**src/rtl/irq_recog_pkg.sv**
```systemverilog
package irq_recog_pkg;
  localparam int unsigned IRQ_LVL_W = 3;
  localparam logic [IRQ_LVL_W-1:0] IRQ_LVL_NMI  = {IRQ_LVL_W{1'b1}};
  localparam logic [IRQ_LVL_W-1:0] IRQ_LVL_NONE = '0;

  typedef logic [IRQ_LVL_W-1:0] irq_lvl_t;

  typedef struct packed {
    logic     take;
    irq_lvl_t lvl;
  } irq_decision_t;
endpackage

```
**src/rtl/irq_rst_sync.sv**
```systemverilog
module irq_rst_sync #(
  parameter int unsigned STAGES = 2
) (
  input  logic clk,
  input  logic rst_n,
  output logic rst_s_n
);
  logic [STAGES-1:0] sync_q;

  always_ff @(posedge clk or negedge rst_n) begin
    if (!rst_n) sync_q <= '0;
    else        sync_q <= {sync_q[STAGES-2:0], 1'b1};
  end

  assign rst_s_n = sync_q[STAGES-1];
endmodule

```
**src/rtl/irq_nmi_latch.sv**
```systemverilog
module irq_nmi_latch
  import irq_recog_pkg::*;
(
  input  logic     clk,
  input  logic     rst_n,
  input  irq_lvl_t req_lvl,
  input  logic     clr,
  output logic     pend
);
  irq_lvl_t prev_q;
  logic     pend_q;
  logic     edge_now;
  logic     pend_d;
  logic     pend_en;

  // A transition into the top level, seen this cycle
  always_comb begin
    edge_now = (req_lvl == IRQ_LVL_NMI) && (prev_q != IRQ_LVL_NMI);
    pend     = pend_q | edge_now;
    pend_en  = edge_now | clr;
    pend_d   = clr ? 1'b0 : pend;
  end

  always_ff @(posedge clk or negedge rst_n) begin
    if (!rst_n) begin
      prev_q <= IRQ_LVL_NONE;
      pend_q <= 1'b0;
    end else begin
      prev_q <= req_lvl;
      if (pend_en) pend_q <= pend_d;
    end
  end
endmodule

```
**src/rtl/irq_select.sv**
```systemverilog
module irq_select
  import irq_recog_pkg::*;
(
  input  irq_lvl_t      req_lvl,
  input  irq_lvl_t      mask,
  input  logic          nmi_pend,
  input  logic          boundary,
  output irq_decision_t dec
);
  always_comb begin
    dec.take = 1'b0;
    dec.lvl  = IRQ_LVL_NONE;
    if (boundary) begin
      if (nmi_pend) begin
        dec.take = 1'b1;
        dec.lvl  = IRQ_LVL_NMI;
      end else if ((req_lvl != IRQ_LVL_NMI) && (req_lvl > mask)) begin
        dec.take = 1'b1;
        dec.lvl  = req_lvl;
      end
    end
  end
endmodule

```
**src/rtl/irq_recog_core.sv**
```systemverilog
module irq_recog_core
  import irq_recog_pkg::*;
#(
  parameter int unsigned SR_W        = 16,
  parameter int unsigned MASK_LSB    = 8,
  parameter int unsigned SYNC_STAGES = 2
) (
  input  logic                 clk,
  input  logic                 rst_n,
  input  logic [IRQ_LVL_W-1:0] req_lvl_i,
  input  logic                 boundary_i,
  input  logic                 sr_we_i,
  input  logic [SR_W-1:0]      sr_wdata_i,
  output logic [SR_W-1:0]      sr_o,
  output logic                 take_o,
  output logic [IRQ_LVL_W-1:0] take_lvl_o
);
  localparam logic [SR_W-1:0] SR_RST = SR_W'({IRQ_LVL_W{1'b1}}) << MASK_LSB;

  logic          rst_s_n;
  logic          nmi_pend;
  irq_decision_t dec;
  irq_lvl_t      mask;

  logic [SR_W-1:0] sr_q, sr_d;
  logic            sr_en;
  logic            take_q;
  irq_lvl_t        tlvl_q;

  irq_rst_sync #(.STAGES(SYNC_STAGES)) u_rst (
    .clk(clk), .rst_n(rst_n), .rst_s_n(rst_s_n)
  );

  assign mask = sr_q[MASK_LSB +: IRQ_LVL_W];

  irq_nmi_latch u_nmi (
    .clk(clk), .rst_n(rst_s_n), .req_lvl(req_lvl_i),
    .clr(dec.take && (dec.lvl == IRQ_LVL_NMI)), .pend(nmi_pend)
  );

  irq_select u_sel (
    .req_lvl(req_lvl_i), .mask(mask), .nmi_pend(nmi_pend),
    .boundary(boundary_i), .dec(dec)
  );

  // Next state of the status word: write first, recognition overrides mask
  always_comb begin
    sr_en = sr_we_i | dec.take;
    sr_d  = sr_we_i ? sr_wdata_i : sr_q;
    if (dec.take) sr_d[MASK_LSB +: IRQ_LVL_W] = dec.lvl;
  end

  always_ff @(posedge clk or negedge rst_s_n) begin
    if (!rst_s_n) begin
      sr_q   <= SR_RST;
      take_q <= 1'b0;
      tlvl_q <= IRQ_LVL_NONE;
    end else begin
      if (sr_en) sr_q <= sr_d;
      take_q <= dec.take;
      tlvl_q <= dec.lvl;
    end
  end

  assign sr_o       = sr_q;
  assign take_o     = take_q;
  assign take_lvl_o = tlvl_q;
endmodule

```
**config.mk**
```make
export PLATFORM = sky130hd
export DESIGN_NAME = irq_recog_core
export DESIGN_NICKNAME = d
export VERILOG_FILES = /design/src/rtl/irq_recog_pkg.sv /design/src/rtl/irq_rst_sync.sv /design/src/rtl/irq_nmi_latch.sv /design/src/rtl/irq_select.sv /design/src/rtl/irq_recog_core.sv
export SDC_FILE = /design/constraint.sdc
export NUM_CORES = 1
export LEC_CHECK = 0
export ABC_AREA = 1
export BUFFER_PORTS_ARGS = -buffer_cell sky130_fd_sc_hd__buf_4
export CORE_MARGIN = 8
export CORE_UTILIZATION = 44
export CTS_CLUSTER_SIZE = 30
export DETAILED_ROUTE_END_ITERATION = 8
export PLACE_DENSITY = 0.73
export SETUP_SLACK_MARGIN = 0.5
export SYNTH_ARGS = -nofsm -noshare
export SYNTH_HDL_FRONTEND = slang
export SYNTH_SLANG_ARGS = --single-unit
```
**constraint.sdc**
```tcl
create_clock -name clk -period 1.08 [get_ports clk]
set_input_delay 0.054 -clock clk [delete_from_list [all_inputs] [get_ports clk]]
set_output_delay 0.054 -clock clk [all_outputs]
set_load 0.01 [all_outputs]
```
== Word-level counts from Yosys, hierarchy flattened ==
Index checks and enable logic that the tools add are counted.
Word-level totals
  flip-flop bits (word level): 26
  input bits: 23
  output and inout port bits: 20
  logic and storage cells: 27
Operators by class
  magnitude comparators: 1
  equality and inequality tests: 4
  mux-type cells: 6
  bitwise logic cells: 3
  reductions and logical operators: 6
Operators by type and width (count)
  $mux 4: 3
  $mux 11: 1
  $eq 3x3->1 const B: 2
  $ne 3x3->1 const B: 2
  $reduce_and 2->1: 2
  $gt 3x3->1: 1
  $logic_and 1x1->1: 3
  $mux 3: 1
  $or 1x1->1: 3
  $reduce_bool 2->1: 1
  $mux 1: 1

== Longest topological paths before layout ==
Gate-level depths: netlist (run 1).
  depth after elaboration: 8
  depth in mapped cells: 10
  gate-level depth less buffers: 10

== Modules after synthesis ==
Synthesis (run 1) repeated with hierarchy kept, for this count alone.
Unflattened totals
  cell total of the unflattened synthesis: 116
  area, all modules: 1087.3 µm²
Modules (own cells, without submodules)
  irq_recog_core: times used 1, cells each 78, area an instance 765.7 µm², sequential area each 504.2 µm²
  irq_nmi_latch: times used 1, cells each 12, area an instance 136.4 µm², sequential area each 100.1 µm²
  irq_select: times used 1, cells each 23, area an instance 131.4 µm², sequential area each 0.0 µm²
  irq_rst_sync: times used 1, cells each 3, area an instance 53.8 µm², sequential area each 50.0 µm²

== Least setup slack after synthesis (run 1) ==
No wires, ideal clock.
  path kind: flip-flop to flip-flop
  start: register sr_q[10], in the netlist sr_o[10]
  end: register sr_q[10], in the netlist sr_o[10]
  library setup time: 0.064 ns
  data arrival time: 1.420 ns
  data required time: 1.016 ns
  slack: -0.404 ns
  cell stages (with the launch flop): 10
  buffers on the path: 0
  clock period less this slack: 1.484 ns
  path through: dfstp_2 inv_1 ha_1 a21oi_1 nand2_1 nand2_1 nand2_4 nand2_4 nand3_1 nand3_1
On the way
  word-level cells in the longest chain between the ends: 7
  elaborated cells on any way between the ends: 9
  those cells by class: order compare (1); mux (4); bitwise (1); reduce/logical (3)
Ends and longest elaborated chain
  start: declaration: RTL line irq_recog_core.sv:25  | logic [SR_W-1:0] sr_q, sr_d;
  start signal: assignment: RTL line irq_recog_core.sv:59  | if (sr_en) sr_q <= sr_d;
  $gt 3x3->1 (*): RTL line irq_select.sv:17  | end else if ((req_lvl != IRQ_LVL_NMI) && (req_lvl > mask)) begin
  $logic_and 1x1->1 (*): RTL line irq_select.sv:17
  $mux 4 (*): RTL line irq_select.sv:17
  $mux 4 (*): RTL line irq_select.sv:14  | if (nmi_pend) begin
  $mux 4 (*): RTL line irq_select.sv:13  | if (boundary) begin
  $reduce_bool 2->1 (no source line) or $or 1x1->1 (tied branches)
  $reduce_and 2->1 (no source line)
Mark *: on every way between the ends. The rest lies on a longest branch, timed or not.
A chain may end at the register's enable or synchronous reset.

== Final worst setup path (run 1) ==
  start: register sr_q[10], in the netlist sr_o[10]
  end: register sr_q[8], in the netlist sr_o[8]
The elaborated chain is that of the path after synthesis.

==> results of run 1 <==
## final cells by class
type | instances | area [um2]
Clock buffer | 4 | 36.28
Inverter | 13 | 48.80
Sequential cell | 26 | 658.1
Tap cell | 30 | 37.54
Fill cell | 186 | 696.9
Multi-Input combinational cell | 75 | 414.1
Timing Repair Buffer | 56 | 518.0
## cells in the mapped netlist, drive strengths merged
cell type,instances,area share [%]
a21oi,2,1.9
inv,13,4.5
nand3,12,6.0
or2,1,0.57
nand2,53,20
nand3b,1,0.69
dfstp,3,7.2
buf,3,1.4
conb,1,0.34
dfrtp,23,53
nor2,2,1.4
ha,3,3.4
## registers in the layout, indices dropped and copies added, names as in the netlist
name / flops
u_nmi.prev_q: 3
u_nmi.pend_q: 1
sr_o: 16
u_rst.sync_q: 2
take_o: 1
take_lvl_o: 3
## metrics by stage
stage                     power [mW]  setup TNS, ns  std cells  hold slack [ns]  setup WS, ns
final                          2.567         -2.990        204         -0.07235       -0.4309
after detailed placement       1.918         -2.393        192          -0.1621       -0.3826
after global placement         1.892         -2.212        192          -0.1643       -0.3360
after floorplan                1.556         -2.237        117          -0.2416       -0.3466
after CTS                      2.522         -2.763        200         -0.08805       -0.3955
after global routing           2.715         -3.716        204         -0.08097       -0.5204
## how the worst max path moves through the flow
stage | endpoint | slack, ns | from | cells after the start
detailed placement | sr_o[8] | -0.38 | sr_o[10] | 10
global route | sr_o[8] | -0.52 | sr_o[10] | 10
floorplan | sr_o[10] | -0.35 | sr_o[10] | 9
CTS | sr_o[8] | -0.40 | sr_o[10] | 9
finish | sr_o[8] | -0.43 | sr_o[10] | 10
global placement | sr_o[8] | -0.34 | sr_o[10] | 9
## cell usage in the layout (no fill, tap or decap), types with 5 or more instances in the layout
cell type  synthesis  routed
nand2_1           50      49
inv_2              3       5
dfrtp_1           23      22
buf_6              0      24
inv_1             10       8
nand3_1           11       9
buf_4              0      29
## power by group through the flow
stage / logic, mW / clock network [mW] / registers (mW)
4_1_cts: 0.826 / 0.492 / 1.20
3_3_place_gp: 0.691 / 0 / 1.20
2_1_floorplan: 0.304 / 0 / 1.25
6_report: 0.877 / 0.482 / 1.21
5_1_grt: 0.958 / 0.536 / 1.22
3_5_place_dp: 0.711 / 0 / 1.21
## tightest hold or removal path, stage by stage
cell     delay (ns)
buf_4          0.08
nand2_1        0.04
nand2_1        0.05
## logic make-up after synthesis
logic type	count (synthesis)
adder cells (fa/ha/maj)	3
flip-flops	26
buffers and inverters	16
other	1
AND/OR/NAND/NOR	69
AO/OA/AOI/OAI	2
## timing repair
| action | CTS | global route |
|---|---|---|
| setup buffers | 2 | 3 |
| gates cloned | 0 | 0 |
| hold endpoints to repair | 19 | 16 |
| hold buffers | 2 | 1 |
| setup endpoints to repair | 65 | 41 |
| resized for setup | 24 | 4 |
| pin swaps | 2 | 1 |
## layer usage
layer | vias up | part of all wire (%) | GRT usage, %
met5 | - | 0 | 0
met4 | 0 | 1.0 | 5.450
met3 | 2 | 5.6 | 3.729
met2 | 28 | 53 | 22.41
met1 | 470 | 40 | 14.23
li1 | 469 | - | -
==> impl_results.md, run 1 <==
- CP Launch Type: register
- Post-Synth Adder-Cell Area: 3.440%
- Crit path kind: register to register
- Unrepaired setup endpoints after global routing: true
- Cells after Synth: 117
- Sw Ratio: 29.34%
- Clk slew on worst S/H paths: 0.14 ns
- CTS H-Tree Depth: 1
- Period minus WS final: 1.511 ns
- Fmax: 661.9 MHz
- ANT nets after route: 0
- Die area: 4329 um2
- Port bufs: 42
- Max-slew violation count: 0
- Internal power: 1.814 mW
- Placed Instance Area: 1503 um2
- Mux cell area share after synthesis: 0%
- CTS Buf Count: 3
- Synthesis Warnings: 0
- Worst r2r dst: sr_o[8]
- Routed vias/inst: 4.750
- Clock power share: 18.8%
- Sw Pwr: 0.7529 mW
- Netlist Area Pre-Place: 1091 um2
- Core Box Area: 2410 um2
- Grt total ovfl: 0
- Final hold violation count: 15
- Power Density: 1498 nW/um2
- Critical Path RT: 1.34 ns
- Setup WS post-layout: -0.4309 ns
- GPL Wtd Cong: 0.7143
- Largest family of logic cells by synthesized area: simple AND/OR/NAND/NOR gates
- Sequential area share after synthesis: 59.98%
- Failing checks: negative hold slack, negative setup slack
- Synth Area in Simple Gates: 28.44%
- CP cell instances: inv_2 -> ha_4 -> nand3_2 -> nand2_1 -> inv_1 -> nand2_2 -> nand2_4 -> nand2_4 -> nand3_2 -> nand3_1
- Hold_ws: -0.07235 ns
- Comb pwr share: 34.2%
- Hold_sp: sr_wdata_i[6]
- FF-to-FF path depth: 10
- Pleak: 0.9411 nW
- CP delay by family, top: flip-flops
- Synth Area in XOR/XNOR: 0%
- Slowest-stage cell, CP: dfstp_2
- I/O pin count: 43
- Vias: 969
- DR pass1 iterations: 4
- Row Count: 18
- WL final: 2.591 mm
- Initial core utilization: 45.28%
- # setup viols final: 10
- DRC errors left: 0
- Bufs and invs on worst path: 2
- Worst-path fanout max: 7
- Initial antenna violation count: 0
- Die Ht: 65.80 um
- Net count after synthesis: 143
- Cell variety after synth: 18
- GRT Total Usage: 12.87%
- Global-route wire length before repair: 4.395 mm
- Slowest stage delay, CP: 0.56 ns
- Design area: 1713 um2
- Compound-Gate Fraction of Synth Area: 1.950%
- Fraction of layout cells with a size suffix above 1: 45.40%
- Area growth, synth to finish: 57.00%
- Longest Clk Path Bufs: 2
- Hold path endpoint: sr_o[6]
- Avg Synthesized Cell Area: 9.325 um2
- Util after Layout: 71.08%
- Hold WC Path Type: primary input to register
- Nets: 201
- Initial DRC count: 30
- Root Buffer: clkbuf_4
- Antenna cells: 0
- Clk_skew: 0.007227 ns
- Largest net degree at the start of global routing: 25
- HPWL Detailed: 1.944 mm
- Routed len/inst: 12.70 um
- Status: complete, but fails checks
- Flop pwr share: 47.0%
- Maximum VDD drop: 0.0008998 V
- Max Cap Viol: 0
- Arrival time worst endpoint: 1.77 ns
- Clock latency at the later pin of the worst-skew pair: 0.32 ns
- RR Startpoint: sr_o[10]
- R2R Setup Slk: -0.43 ns
- Final Cycle Share: 139.9%
- CTS Sinks: 26
- Hold path cells: 3
- Number of global-route vias before repair: 1,005
- Seq cells post-synth: 26
- CTS tree: yes
- Die Wd: 65.80 um
- Endpoint class of the critical path: register
Note: power is estimated with default switching activity, not from simulation.
==> run 2: changes to the inputs <==
PLACE_DENSITY = default   (was 0.73)
PLACE_DENSITY_LB_ADDON = 0.3   (was default)
==> impl_results.md, run 2 (synthesized netlist as in run 1, its figures left out) <==
- Status: complete, but fails checks (unchanged)
- Failing checks: negative hold slack, negative setup slack (unchanged)
- Die area: 4329 um2 (unchanged)
- Initial DRC count: 52 (was 30)
- Clk slew on worst S/H paths: 0.13 ns (was 0.14 ns)
- # fillers: 180 (was 186)
- Bufs and invs on worst path: 2 (unchanged)
- CP delay by family, top: simple AND/OR/NAND/NOR gates (was flip-flops)
- Critical Path RT: 1.35 ns (was 1.34 ns)
- CTS Sinks: 26 (unchanged)
- CP Launch Type: register (unchanged)
- Most common cell after layout, fill and taps aside: nand2_1 (unchanged)
- ANT nets after route: 0 (unchanged)
- DR pass1 iterations: 4 (unchanged)
- CTS tree: yes (unchanged)
- Row Count: 18 (unchanged)
- GPL Wtd Cong: 0.7619 (was 0.7143)
- Power Density: 1492 nW/um2 (was 1498 nW/um2)
- # setup viols final: 10 (unchanged)
- Clock latency at the later pin of the worst-skew pair: 0.31 ns (was 0.32 ns)
- CTS Buf Count: 3 (unchanged)
- Grt total ovfl: 0 (unchanged)
- Global-route wire length before repair: 4.098 mm (was 4.395 mm)
- Initial antenna violation count: 0 (unchanged)
- Die Wd: 65.80 um (unchanged)
- Core Box Area: 2410 um2 (unchanged)
- Routed len/inst: 12.37 um (was 12.70 um)
- Hold WC Path Type: primary input to register (unchanged)
- Vias: 909 (was 969)
- Antenna cells: 0 (unchanged)
- Fmax: 640.2 MHz (was 661.9 MHz)
- Placed Instance Area: 1480 um2 (was 1503 um2)
- Count of hold-fix buffers inserted at cts: 4 (was 2)
- Hold_sp: boundary_i (was sr_wdata_i[6])
- Design area: 1738 um2 (was 1713 um2)
- Root Buffer: clkbuf_4 (unchanged)
- Cell mode on critical path: nand3_2
- R2R Setup Slk: -0.48 ns (was -0.43 ns)
- Endpoint class of the critical path: register (unchanged)
- Commonest cells after routing, fill and taps aside: nand2_1, buf_4, buf_6, dfrtp_1, inv_1 (was nand2_1, buf_4, buf_6, dfrtp_1, nand3_1)
- Die Ht: 65.80 um (unchanged)
- Util after Layout: 72.12% (was 71.08%)
- Final Cycle Share: 144.6% (was 139.9%)
- CTS H-Tree Depth: 1 (unchanged)
- GRT Total Usage: 12.08% (was 12.87%)
- Slowest-stage cell, CP: dfstp_2 (unchanged)
- Period minus WS final: 1.562 ns (was 1.511 ns)
- Slowest stage delay, CP: 0.57 ns (was 0.56 ns)
- Hold path cells: 2 (was 3)
- Hold_ws: -0.07794 ns (was -0.07235 ns)
- I/O pin count: 43 (unchanged)
- FF-to-FF path depth: 10 (unchanged)
- Initial core utilization: 45.28% (unchanged)
- CP cell instances: inv_2 -> ha_4 -> nand3_2 -> nand2_1 -> inv_1 -> nand2_2 -> nand2_4 -> nand2_4 -> nand3_2 -> nand3_2 (was inv_2 -> ha_4 -> nand3_2 -> nand2_1 -> inv_1 -> nand2_2 -> nand2_4 -> nand2_4 -> nand3_2 -> nand3_1)
- Arrival time worst endpoint: 1.83 ns (was 1.77 ns)
- Max reg flops: 16 (unchanged)
- WL final: 2.536 mm (was 2.591 mm)
- RR Startpoint: sr_o[10] (unchanged)
- Number of global-route vias before repair: 932 (was 1,005)
- Crit path kind: register to register (unchanged)
- Clk_skew: 0.001759 ns (was 0.007227 ns)
- Nets: 202 (was 201)
- Worst-path fanout max: 7 (unchanged)
- Pleak: 0.9549 nW (was 0.9411 nW)
- Setup WS post-layout: -0.4820 ns (was -0.4309 ns)
- Area of the multi-input gates: 429.2 um2 (was 414.1 um2)
- Final hold violation count: 14 (was 15)
- Largest net degree at the start of global routing: 25 (unchanged)
- Routed vias/inst: 4.434 (was 4.750)
- HPWL Detailed: 1.860 mm (was 1.944 mm)
- Max Cap Viol: 0 (unchanged)
- DRC errors left: 0 (unchanged)
- Hold path endpoint: u_nmi.pend_q (was sr_o[6])
- Max-slew violation count: 0 (unchanged)
- Maximum VDD drop: 0.001021 V (was 0.0008998 V)
- Unrepaired setup endpoints after global routing: true (unchanged)
- Port bufs: 42 (unchanged)
- Fraction of layout cells with a size suffix above 1: 46.86% (was 45.40%)
- Worst r2r dst: sr_o[8] (unchanged)
- Longest Clk Path Bufs: 2 (unchanged)
- Area growth, synth to finish: 59.29% (was 57.00%)
- Register Area: 658.1 um2 (unchanged)
-- run 2: how the worst max path moves through the flow --
stage	slack, ns	endpoint	from	cells after the start
2_1_floorplan	-0.35	sr_o[10]	sr_o[10]	9
3_3_place_gp	-0.34	sr_o[9]	sr_o[10]	9
3_5_place_dp	-0.44	sr_o[8]	sr_o[10]	9
4_1_cts	-0.43	sr_o[8]	sr_o[10]	10
5_1_grt	-0.57	sr_o[8]	sr_o[10]	9
6_report	-0.48	sr_o[8]	sr_o[10]	10
-- run 2: layout make-up --
class,count,share of cell area [%]
Clock buffer,4,2.088
Inverter,13,2.808
Multi-Input combinational cell,75,24.69
Sequential cell,26,37.87
Tap cell,30,2.160
Timing Repair Buffer,57,30.38
-- run 2: report_power, final --
part | switching [mW] | internal, mW
registers | 0.0923 | 1.11
clock network | 0.269 | 0.206
logic | 0.399 | 0.516
-- run 2: stage by stage --
step                      TNS [ns]  setup WS (ns)  instances  power, mW  hold WS (ns)
after floorplan             -2.237        -0.3466        117      1.556       -0.2416
after global placement      -2.205        -0.3360        189      1.882       -0.1634
after detailed placement    -2.833        -0.4387        189      1.909       -0.1624
after CTS                   -2.994        -0.4281        204      2.560      -0.09170
after global routing        -3.976        -0.5690        205      2.753       -0.1001
final                       -3.285        -0.4820        205      2.593      -0.07794
-- run 2: layer usage --
layer	up-vias	share of wire (%)	global-route usage, %
li1	467	-	-
met1	414	42	14.17
met2	24	49	19.49
met3	4	7.4	3.898
met4	0	0.99	5.722
met5	-	0	0
-- run 2: what timing repair did --
item                                   in CTS  in global routing
setup endpoints to repair                  65                 41
pin swaps                                   3                  4
gates resized for setup                    25                  6
buffers inserted                            7                  1
endpoints found under the hold margin      20                 15
